## src/rtl/brtrace_pkg.sv

```systemverilog
package brtrace_pkg;
  localparam int SEL_W   = 2;
  localparam int SEL_SUP = 0;  // drop ring-0 branches
  localparam int SEL_USR = 1;  // drop outer-ring branches

  typedef enum logic [1:0] {
    RGN_FROM = 2'b00,
    RGN_TO   = 2'b01,
    RGN_CTL  = 2'b10,
    RGN_NONE = 2'b11
  } rgn_e;
endpackage

```

## src/rtl/brtrace_filter.sv

```systemverilog
module brtrace_filter
  import brtrace_pkg::*;
#(
  parameter int RING_W = 2
) (
  input  logic              valid,
  input  logic [RING_W-1:0] ring,
  input  logic [SEL_W-1:0]  sel,
  output logic              accept
);
  logic drop_sup;
  logic drop_usr;

  always_comb begin
    drop_sup = sel[SEL_SUP] && (ring == '0);
    drop_usr = sel[SEL_USR] && (ring != '0);
    accept   = valid && !(drop_sup || drop_usr);
  end
endmodule

```

## src/rtl/brtrace_fmt.sv

```systemverilog
module brtrace_fmt #(
  parameter int VA_W  = 48,
  parameter int REC_W = 64
) (
  input  logic             pred_ok,
  input  logic [VA_W-1:0]  from_va,
  input  logic [VA_W-1:0]  to_va,
  output logic [REC_W-1:0] from_rec,
  output logic [REC_W-1:0] to_rec
);
  localparam int FROM_EXT = REC_W - VA_W - 1;
  localparam int TO_EXT   = REC_W - VA_W;

  always_comb begin
    from_rec = {pred_ok, {FROM_EXT{from_va[VA_W-1]}}, from_va};
    to_rec   = {{TO_EXT{to_va[VA_W-1]}}, to_va};
  end
endmodule

```

## src/rtl/brtrace_store.sv

```systemverilog
module brtrace_store #(
  parameter int DEPTH = 16,
  parameter int VA_W  = 48,
  localparam int IDX_W = $clog2(DEPTH)
) (
  input  logic             clk,
  input  logic             rst_n,
  input  logic             push,
  input  logic [VA_W-1:0]  push_from,
  input  logic [VA_W-1:0]  push_to,
  input  logic             push_pred,
  input  logic [IDX_W-1:0] rd_idx,
  output logic [VA_W-1:0]  rd_from,
  output logic [VA_W-1:0]  rd_to,
  output logic             rd_pred,
  output logic [IDX_W-1:0] tos_q
);
  localparam logic [IDX_W-1:0] LAST = IDX_W'(DEPTH - 1);

  logic [IDX_W-1:0] tos_d;
  logic [VA_W-1:0]  from_mem [DEPTH];
  logic [VA_W-1:0]  to_mem   [DEPTH];
  logic             pred_mem [DEPTH];
  logic [DEPTH-1:0] slot_we;

  always_comb begin
    tos_d = tos_q;
    if (push) tos_d = (tos_q == LAST) ? '0 : tos_q + 1'b1;
  end

  always_ff @(posedge clk or negedge rst_n) begin
    if (!rst_n)    tos_q <= '0;
    else if (push) tos_q <= tos_d;
  end

  for (genvar g = 0; g < DEPTH; g++) begin : g_slot
    assign slot_we[g] = push && (tos_d == IDX_W'(g));

    always_ff @(posedge clk or negedge rst_n) begin
      if (!rst_n) begin
        from_mem[g] <= '0;
        to_mem[g]   <= '0;
        pred_mem[g] <= 1'b0;
      end else if (slot_we[g]) begin
        from_mem[g] <= push_from;
        to_mem[g]   <= push_to;
        pred_mem[g] <= push_pred;
      end
    end
  end

  logic idx_ok;
  assign idx_ok = {1'b0, rd_idx} < (IDX_W + 1)'(DEPTH);

  always_comb begin
    rd_from = idx_ok ? from_mem[rd_idx] : '0;
    rd_to   = idx_ok ? to_mem[rd_idx]   : '0;
    rd_pred = idx_ok ? pred_mem[rd_idx] : 1'b0;
  end
endmodule

```

## src/rtl/brtrace_buf.sv

```systemverilog
module brtrace_buf
  import brtrace_pkg::*;
#(
  parameter int DEPTH  = 16,
  parameter int VA_W   = 48,
  parameter int REC_W  = 64,
  parameter int RING_W = 2,
  localparam int IDX_W  = $clog2(DEPTH),
  localparam int ADDR_W = IDX_W + 2
) (
  input  logic              clk,
  input  logic              rst_n,
  input  logic              br_valid,
  input  logic [VA_W-1:0]   br_from,
  input  logic [VA_W-1:0]   br_to,
  input  logic              br_pred_ok,
  input  logic [RING_W-1:0] br_ring,
  input  logic [ADDR_W-1:0] reg_addr,
  input  logic              reg_rd_en,
  input  logic              reg_wr_en,
  input  logic [SEL_W-1:0]  reg_wr_data,
  output logic [REC_W-1:0]  reg_rd_data
);
  localparam logic [ADDR_W-1:0] SEL_ADDR = {RGN_CTL, IDX_W'(1)};

  logic [SEL_W-1:0] sel_q, sel_d;
  logic [REC_W-1:0] rd_q, rd_d, rd_next;
  logic             accept;
  logic [IDX_W-1:0] tos_q;
  logic [IDX_W-1:0] idx;
  rgn_e             rgn;
  logic [VA_W-1:0]  s_from, s_to;
  logic             s_pred;
  logic [REC_W-1:0] from_rec, to_rec;

  assign rgn = rgn_e'(reg_addr[ADDR_W-1 -: 2]);
  assign idx = reg_addr[IDX_W-1:0];

  brtrace_filter #(.RING_W(RING_W)) u_filter (
    .valid  (br_valid),
    .ring   (br_ring),
    .sel    (sel_q),
    .accept (accept)
  );

  brtrace_store #(.DEPTH(DEPTH), .VA_W(VA_W)) u_store (
    .clk       (clk),
    .rst_n     (rst_n),
    .push      (accept),
    .push_from (br_from),
    .push_to   (br_to),
    .push_pred (br_pred_ok),
    .rd_idx    (idx),
    .rd_from   (s_from),
    .rd_to     (s_to),
    .rd_pred   (s_pred),
    .tos_q     (tos_q)
  );

  brtrace_fmt #(.VA_W(VA_W), .REC_W(REC_W)) u_fmt (
    .pred_ok  (s_pred),
    .from_va  (s_from),
    .to_va    (s_to),
    .from_rec (from_rec),
    .to_rec   (to_rec)
  );

  always_comb begin
    sel_d = sel_q;
    if (reg_wr_en && (reg_addr == SEL_ADDR)) sel_d = reg_wr_data;
  end

  always_comb begin
    rd_next = '0;
    case (rgn)
      RGN_FROM: rd_next = from_rec;
      RGN_TO:   rd_next = to_rec;
      RGN_CTL: begin
        if (idx == IDX_W'(0))      rd_next = REC_W'(tos_q);
        else if (idx == IDX_W'(1)) rd_next = REC_W'(sel_q);
      end
      default:  rd_next = '0;
    endcase
    rd_d = reg_rd_en ? rd_next : rd_q;
  end

  always_ff @(posedge clk or negedge rst_n) begin
    if (!rst_n) begin
      sel_q <= '0;
      rd_q  <= '0;
    end else begin
      sel_q <= sel_d;
      rd_q  <= rd_d;
    end
  end

  assign reg_rd_data = rd_q;
endmodule

```

## config.mk

```make
export PLATFORM = sky130hd
export DESIGN_NAME = brtrace_buf
export DESIGN_NICKNAME = d
export VERILOG_FILES = /design/src/rtl/brtrace_pkg.sv /design/src/rtl/brtrace_filter.sv /design/src/rtl/brtrace_fmt.sv /design/src/rtl/brtrace_store.sv /design/src/rtl/brtrace_buf.sv
export SDC_FILE = /design/constraint.sdc
export NUM_CORES = 2
export LEC_CHECK = 0
export CORE_ASPECT_RATIO = 0.5
export CORE_MARGIN = 4
export CORE_UTILIZATION = 56
export CTS_CLUSTER_SIZE = 25
export DETAILED_ROUTE_END_ITERATION = 16
export PLACE_DENSITY = 0.77
export SLEW_MARGIN = 30
export SYNTH_ARGS = -nofsm -noshare
export SYNTH_HDL_FRONTEND = slang
export SYNTH_SLANG_ARGS = --single-unit
```

## constraint.sdc

```tcl
create_clock -name clk -period 2.3 [get_ports clk]
set_input_delay 0.345 -clock clk [delete_from_list [all_inputs] [get_ports clk]]
set_output_delay 0.345 -clock clk [all_outputs]
set_load 0.005 [all_outputs]
```

Yosys cells after proc, flatten, opt, wreduce, memory -nomap -nowiden --
Index checks and enable logic that the tools add are counted.
Word-level totals: flip-flop bits (word level) 1622, input bits 112, output and inout bits 64, logic and storage cells 115
Cells by class: reductions and logical operators 27, multiplexer cells 14, order comparisons 1, equal/unequal tests 20, $add $sub $neg 1, bitwise gates (word level) 1
Operators by type and width (number):
- binary-select mux 48 bit (select 4 bit) | 2
- 2-to-1 mux 48 bit | 4
- case mux 64 bit (3 select lines) | 1
- equality test 4 bit, second input constant | 9
- logical AND 1 bit | 20
- equality test 4 x 3 -> 1 bit, second input constant | 4
- 2-to-1 mux 4 bit | 3
- equality test 4 x 1 -> 1 bit, second input constant | 2
- equality test 4 x 2 -> 1 bit, second input constant | 2
- zero test 4 bit | 2
- equality test 6 bit, second input constant | 1
- greater-or-equal comparator 5 bit, second input constant | 1
- inverter 4 -> 5 bit | 1
- adder 4 x 1 -> 4 bit, second input constant | 1
- binary-select mux 1 bit (select 4 bit) | 1
- zero test 2 bit | 2
- equality test 2 x 1 -> 1 bit, second input constant | 1
- equality test 2 bit, second input constant | 1
- 2-to-1 mux 1 bit | 2
- 2-to-1 mux 2 bit | 1
- nonzero test 2 bit | 1
- zero test 1 bit | 1
- logical OR 1 bit | 1

Logic depth before layout (Yosys ltp) --
word-level depth 8, depth in mapped cells 9, depth with buffers taken out 5

By module --
A second synthesis with hierarchy kept.
Unflattened totals: cells, all modules 4378, area total of the unflattened synthesis 73757.0 µm²
By module, submodules not included:
- brtrace_store | seq. area each 38937.3 µm², area an instance 69645.5 µm², cells an instance 4017, instances 1
- brtrace_buf | seq. area each 1651.6 µm², area an instance 3131.8 µm², cells an instance 230, instances 1
- brtrace_fmt | seq. area each 0.0 µm², area an instance 960.9 µm², cells an instance 128, instances 1
- brtrace_filter | seq. area each 0.0 µm², area an instance 18.8 µm², cells an instance 3, instances 1

Worst setup path before layout --
Ideal clock, no wire load.
path type input to register, start point input port reg_addr[0], end point register rd_q[10], in the netlist reg_rd_data[10], required time 2174 ps, buffers on the path 2, setup slack -175 ps, data arrival time 2349 ps, stages 5, library setup time 126 ps, path through buf_2 -> clkbuf_1 -> mux4_2 -> mux4_2 -> a221o_1
Between the ends: word-level cells in the longest chain between the ends 5, elaborated cells between the ends (all ways) 8, classes of those cells 7 x mux; 1 x bitwise
Ends and longest elaborated chain:
- from (decl) | RTL line brtrace_buf.sv:18 | input logic [ADDR_W-1:0] reg_addr,
- inverter 4 -> 5 bit (not written as such) * | RTL line brtrace_store.sv:56, brtrace_store.sv:57
- binary-select mux 48 bit (select 4 bit), on equally long branches | RTL line brtrace_store.sv:57, brtrace_store.sv:56
- 2-to-1 mux 48 bit, on equally long branches (2 in a row) | RTL line brtrace_store.sv:57, brtrace_store.sv:56
- case mux 64 bit (3 select lines) * | RTL line brtrace_buf.sv:75 | case (rgn)
- to (signal assigned) | RTL line brtrace_buf.sv:93 | rd_q <= rd_d;
- to (decl) | RTL line brtrace_buf.sv:27 | logic [REC_W-1:0] rd_q, rd_d, rd_next;
Every way passes the cells marked *; elsewhere a longest branch is shown, timed or not. The select of a mux whose other input is x is not followed. A chain may end at the register's enable or synchronous reset.

Worst setup path after layout --
start point register sel_q[0], end point register u_store.from_mem[87] in the netlist's numbering
Between the ends: word-level cells in the longest chain between the ends 7
Ends and longest elaborated chain:
- from (decl) | RTL line brtrace_buf.sv:26 | logic [SEL_W-1:0] sel_q, sel_d;
- from (signal assigned) | RTL line brtrace_buf.sv:92 | sel_q <= sel_d;
- logical AND 1 bit * | RTL line brtrace_filter.sv:15 | drop_sup = sel[SEL_SUP] && (ring == '0);
- logical OR 1 bit * | RTL line brtrace_filter.sv:17 | accept = valid && !(drop_sup || drop_usr);
- zero test 1 bit * | RTL line brtrace_filter.sv:17
- logical AND 1 bit * | RTL line brtrace_filter.sv:17
- 2-to-1 mux 4 bit | RTL line brtrace_store.sv:28 | if (push) tos_d = (tos_q == LAST) ? '0 : tos_q + 1'b1;
- equality test 4 bit | RTL line brtrace_store.sv:37 | assign slot_we[g] = push && (tos_d == IDX_W'(g));
- logical AND 1 bit * | RTL line brtrace_store.sv:37
- to (signal, indexed assignment) | RTL line brtrace_store.sv:45 | from_mem[g] <= push_from;
- to (decl) | RTL line brtrace_store.sv:21 | logic [VA_W-1:0] from_mem [DEPTH];
Every way passes the cells marked *; elsewhere a longest branch is shown, timed or not.

==> out/metrics.cfg <==
[route]
routed_via_density = 6.41
postRouteWirelength_um = 193000
wl_per_cell_um = 29.5
vias = 42000
ant_nets = 0
drc = 0
drt_first_pass_iters = 5
drt_iter0_markers = 3665

[sta]
fin_crit_ps = 2530
fin_hold_ws_ps = 154
hold_viol = 0
setup_tns_ps = -153670
slew_violations = 0
clock_skew_ps = 27.7
tightest_slew_ps = 888
period_share_pct = 110
timing.fmax_ghz = 0.395
setup_ws_ps = -233
setup_viol_count_final = 1408
slew_headroom_pct = 40.8
rsz0062_at_grt = yes

[layout]
syn_to_final_growth_pct = 19.5
post-route-util_pct = 67.4
drive_above_1_share_pct = 56.1
nets = 4841
stdcell_count = 6556

[pwr]
p_sw_share_pct = 28.5
p_seq_share_pct = 44.0
power_per_cell_area_nw_per_um2 = 1270
ir_drop_uv = 905
power_switching_mw = 31.4
power_mw = 110
power.leakage_nw = 38.2
p_comb_share_pct = 33.5
intPower_mw = 78.8
power_frac_clock_pct = 22.5

[worst_setup_path]
critPathLaunchType = flip-flop
r2r-start = sel_q[0]$_DFFE_PN0P_
crit_path_max_fanout = 12
slowest_delay_ps = 400
arrival_ps = 3190
slowest_stage = dfrtp_1
startpoint = sel_q[0]$_DFFE_PN0P_
cp_data_required_time_ps = 2960
crit_top_cell = buf_12
cp-end-kind = flip-flop
path_cells = or3b_4, and3_4, buf_6, a22oi_4, buf_12, buf_12, a21oi_4, buf_12, buf_12, mux2_2
crit_type = flip-flop to flip-flop
cp_top_family = buffers and inverters
r2r_setup_slack_ps = -230
cp_num_buf_inv = 5

[clock_tree]
cts_buffer_depth = 3
cts_tree = built
cts_max_level = 4
insertion_delay_ps = 780
cts_sinks = 1607
cts.clk_slew.worst_paths_ps = 70
clockRootBuffer = clkbuf_16
cts_buffers = 143

[global_route]
grt_antenna_before_repair = 12
grt_overflow = 0
grt_pass1_wl_um = 290000
grt_start_max_net_pins = 101
grt_pass1_vias = 45300
grt_util_all_layers_pct = 28.4

[place]
dp_cells = 6227
place_congestion = 0.861
port_buffers = 175
dp_hpwl_um = 122000

[die]
die_h_um = 263
core_area_um2 = 129000
rows = 93
die_w_um = 517
start_util_pct = 56.4
dieArea_um2 = 136000
ios = 176

[job]
drv_cap = 0

[yosys]
yosys.cell_types.count = 58
syn_inst = 4334
syn_area_per_cell_um2 = 16.7
synth_enable_flop_cells = 0
synth-seq-area-share_pct = 55.4
syn-num-nets = 4447
synth-seq-cells = 1607
async_flop_share_pct = 100
synth_commonest_cells = dfrtp_1, mux2_2, mux4_2
yosysWarnings = 0
syn_area_um2 = 72600
post-synth-top-count-cell = dfrtp_1
ys.flop_type = dfrtp_1
synth_top_area_cell = dfrtp_1
synth.area.top_cells = dfrtp_1, mux2_2, mux4_2
synth_top_area_share_pct = 55.4

[worst_hold_path]
hold_class = input port to asynchronous set/reset pin

[status]
violations = negative setup slack
status = finished, violations left

[area by class of cell]
type | count | area [um^2]
flip-flops and latches | 1607 | 40200
diodes | 8 | 20.0
multi-input cells | 2304 | 30800
clock inverters | 43 | 534
clock buffers | 212 | 4260
well taps | 1710 | 2140
fillers | 8242 | 42000
inverters | 17 | 63.8
repair buffers | 655 | 8640
[cell usage in the layout, fill, tap and decap left out, types with 5 or more instances in the layout]
cell / instances
dfrtp_1: 1606
mux2_2: 1306
mux4_2: 428
mux2_4: 234
buf_4: 234
buf_12: 195
clkdlybuf4s50_1: 170
clkbuf_16: 155
mux2i_1: 105
o22ai_1: 50
clkbuf_8: 38
clkbuf_1: 29
buf_16: 29
a221o_1: 28
mux2_1: 25
clkinv_2: 20
o21ai_0: 18
a21oi_1: 17
inv_1: 16
nand2_1: 11
buf_6: 10
nor2_1: 9
inv_6: 9
bufinv_16: 9
diode_2: 8
buf_8: 5
[cell families after synthesis]
| logic type | Yosys count | share of synthesized area, % |
|---|---|---|
| compound gates | 139 | 1.45 |
| xor+xnor | 1 | 0.0121 |
| fa+ha+maj | 1 | 0.0172 |
| buf+inv | 423 | 2.93 |
| flops | 1607 | 55.4 |
| mux | 2099 | 39.7 |
| simple gates | 64 | 0.512 |
[worst paths after layout]
path / depth (start not counted) / end
max in group asynchronous: 4 / reg_rd_data[62]$_DFFE_PN0P_
worst max-delay path: 10 / u_store.from_mem[87]$_DFFE_PN0P_
worst min-delay path: 2 / u_store.to_mem[355]$_DFFE_PN0P_
worst max register to register: 10 / u_store.from_mem[87]$_DFFE_PN0P_
min in group clk: 2 / sel_q[0]$_DFFE_PN0P_
worst min register to register: 1 / u_store.to_mem[461]$_DFFE_PN0P_
[registers in the layout, summed over array words and instances (netlist names)]
register,cells
u_store.tos_q,4
u_store.pred_mem,16
u_store.from_mem,768
reg_rd_data,49
sel_q,2
u_store.to_mem,768
[per-layer routing]
metal | GRT usage, % | vias to the layer above | routed length [um]
met3 | 5.42 | 300 | 13000
li1 | - | 17100 | -
met1 | 41.5 | 23200 | 83500
met2 | 43.6 | 1403 | 91300
met5 | 0 | - | 27
met4 | 8.84 | 4 | 5350
[repair_timing]
item | in CTS | in global routing
gates cloned | 19 | 12
setup buffers | 21 | 20
pin swaps | 6 | 6
gates resized for setup | 61 | 118
endpoints found under the hold margin | 642 | 0
setup endpoints to repair | 1149 | 1430
hold buffers | 1 | 0
[through the flow]
step | area [um^2] | setup WS (ps)
2_1_floorplan | 72700 | -1.61
3_3_place_gp | 80000 | -608
3_5_place_dp | 80000 | -649
4_1_cts | 85900 | -156
5_1_grt | 86700 | -241
6_report | 86700 | -233
[worst reg2reg max path, stage by stage (launching register included)]
cell	delay, ps
dfrtp_1	400
or3b_4	280
and3_4	270
buf_6	120
a22oi_4	80
buf_12	130
buf_12	120
a21oi_4	230
buf_12	210
buf_12	200
mux2_2	380
[power by group through the flow]
stage	combinational [mW]	sequential, mW	clock (mW)
floorplan	25.0	45.9	0
global placement	33.0	47.2	0
detailed placement	34.4	48.5	0
CTS	35.9	48.1	25.1
global route	39.1	49.6	26.3
finish	36.9	48.5	24.8
Power figures use the tool's default switching activity.
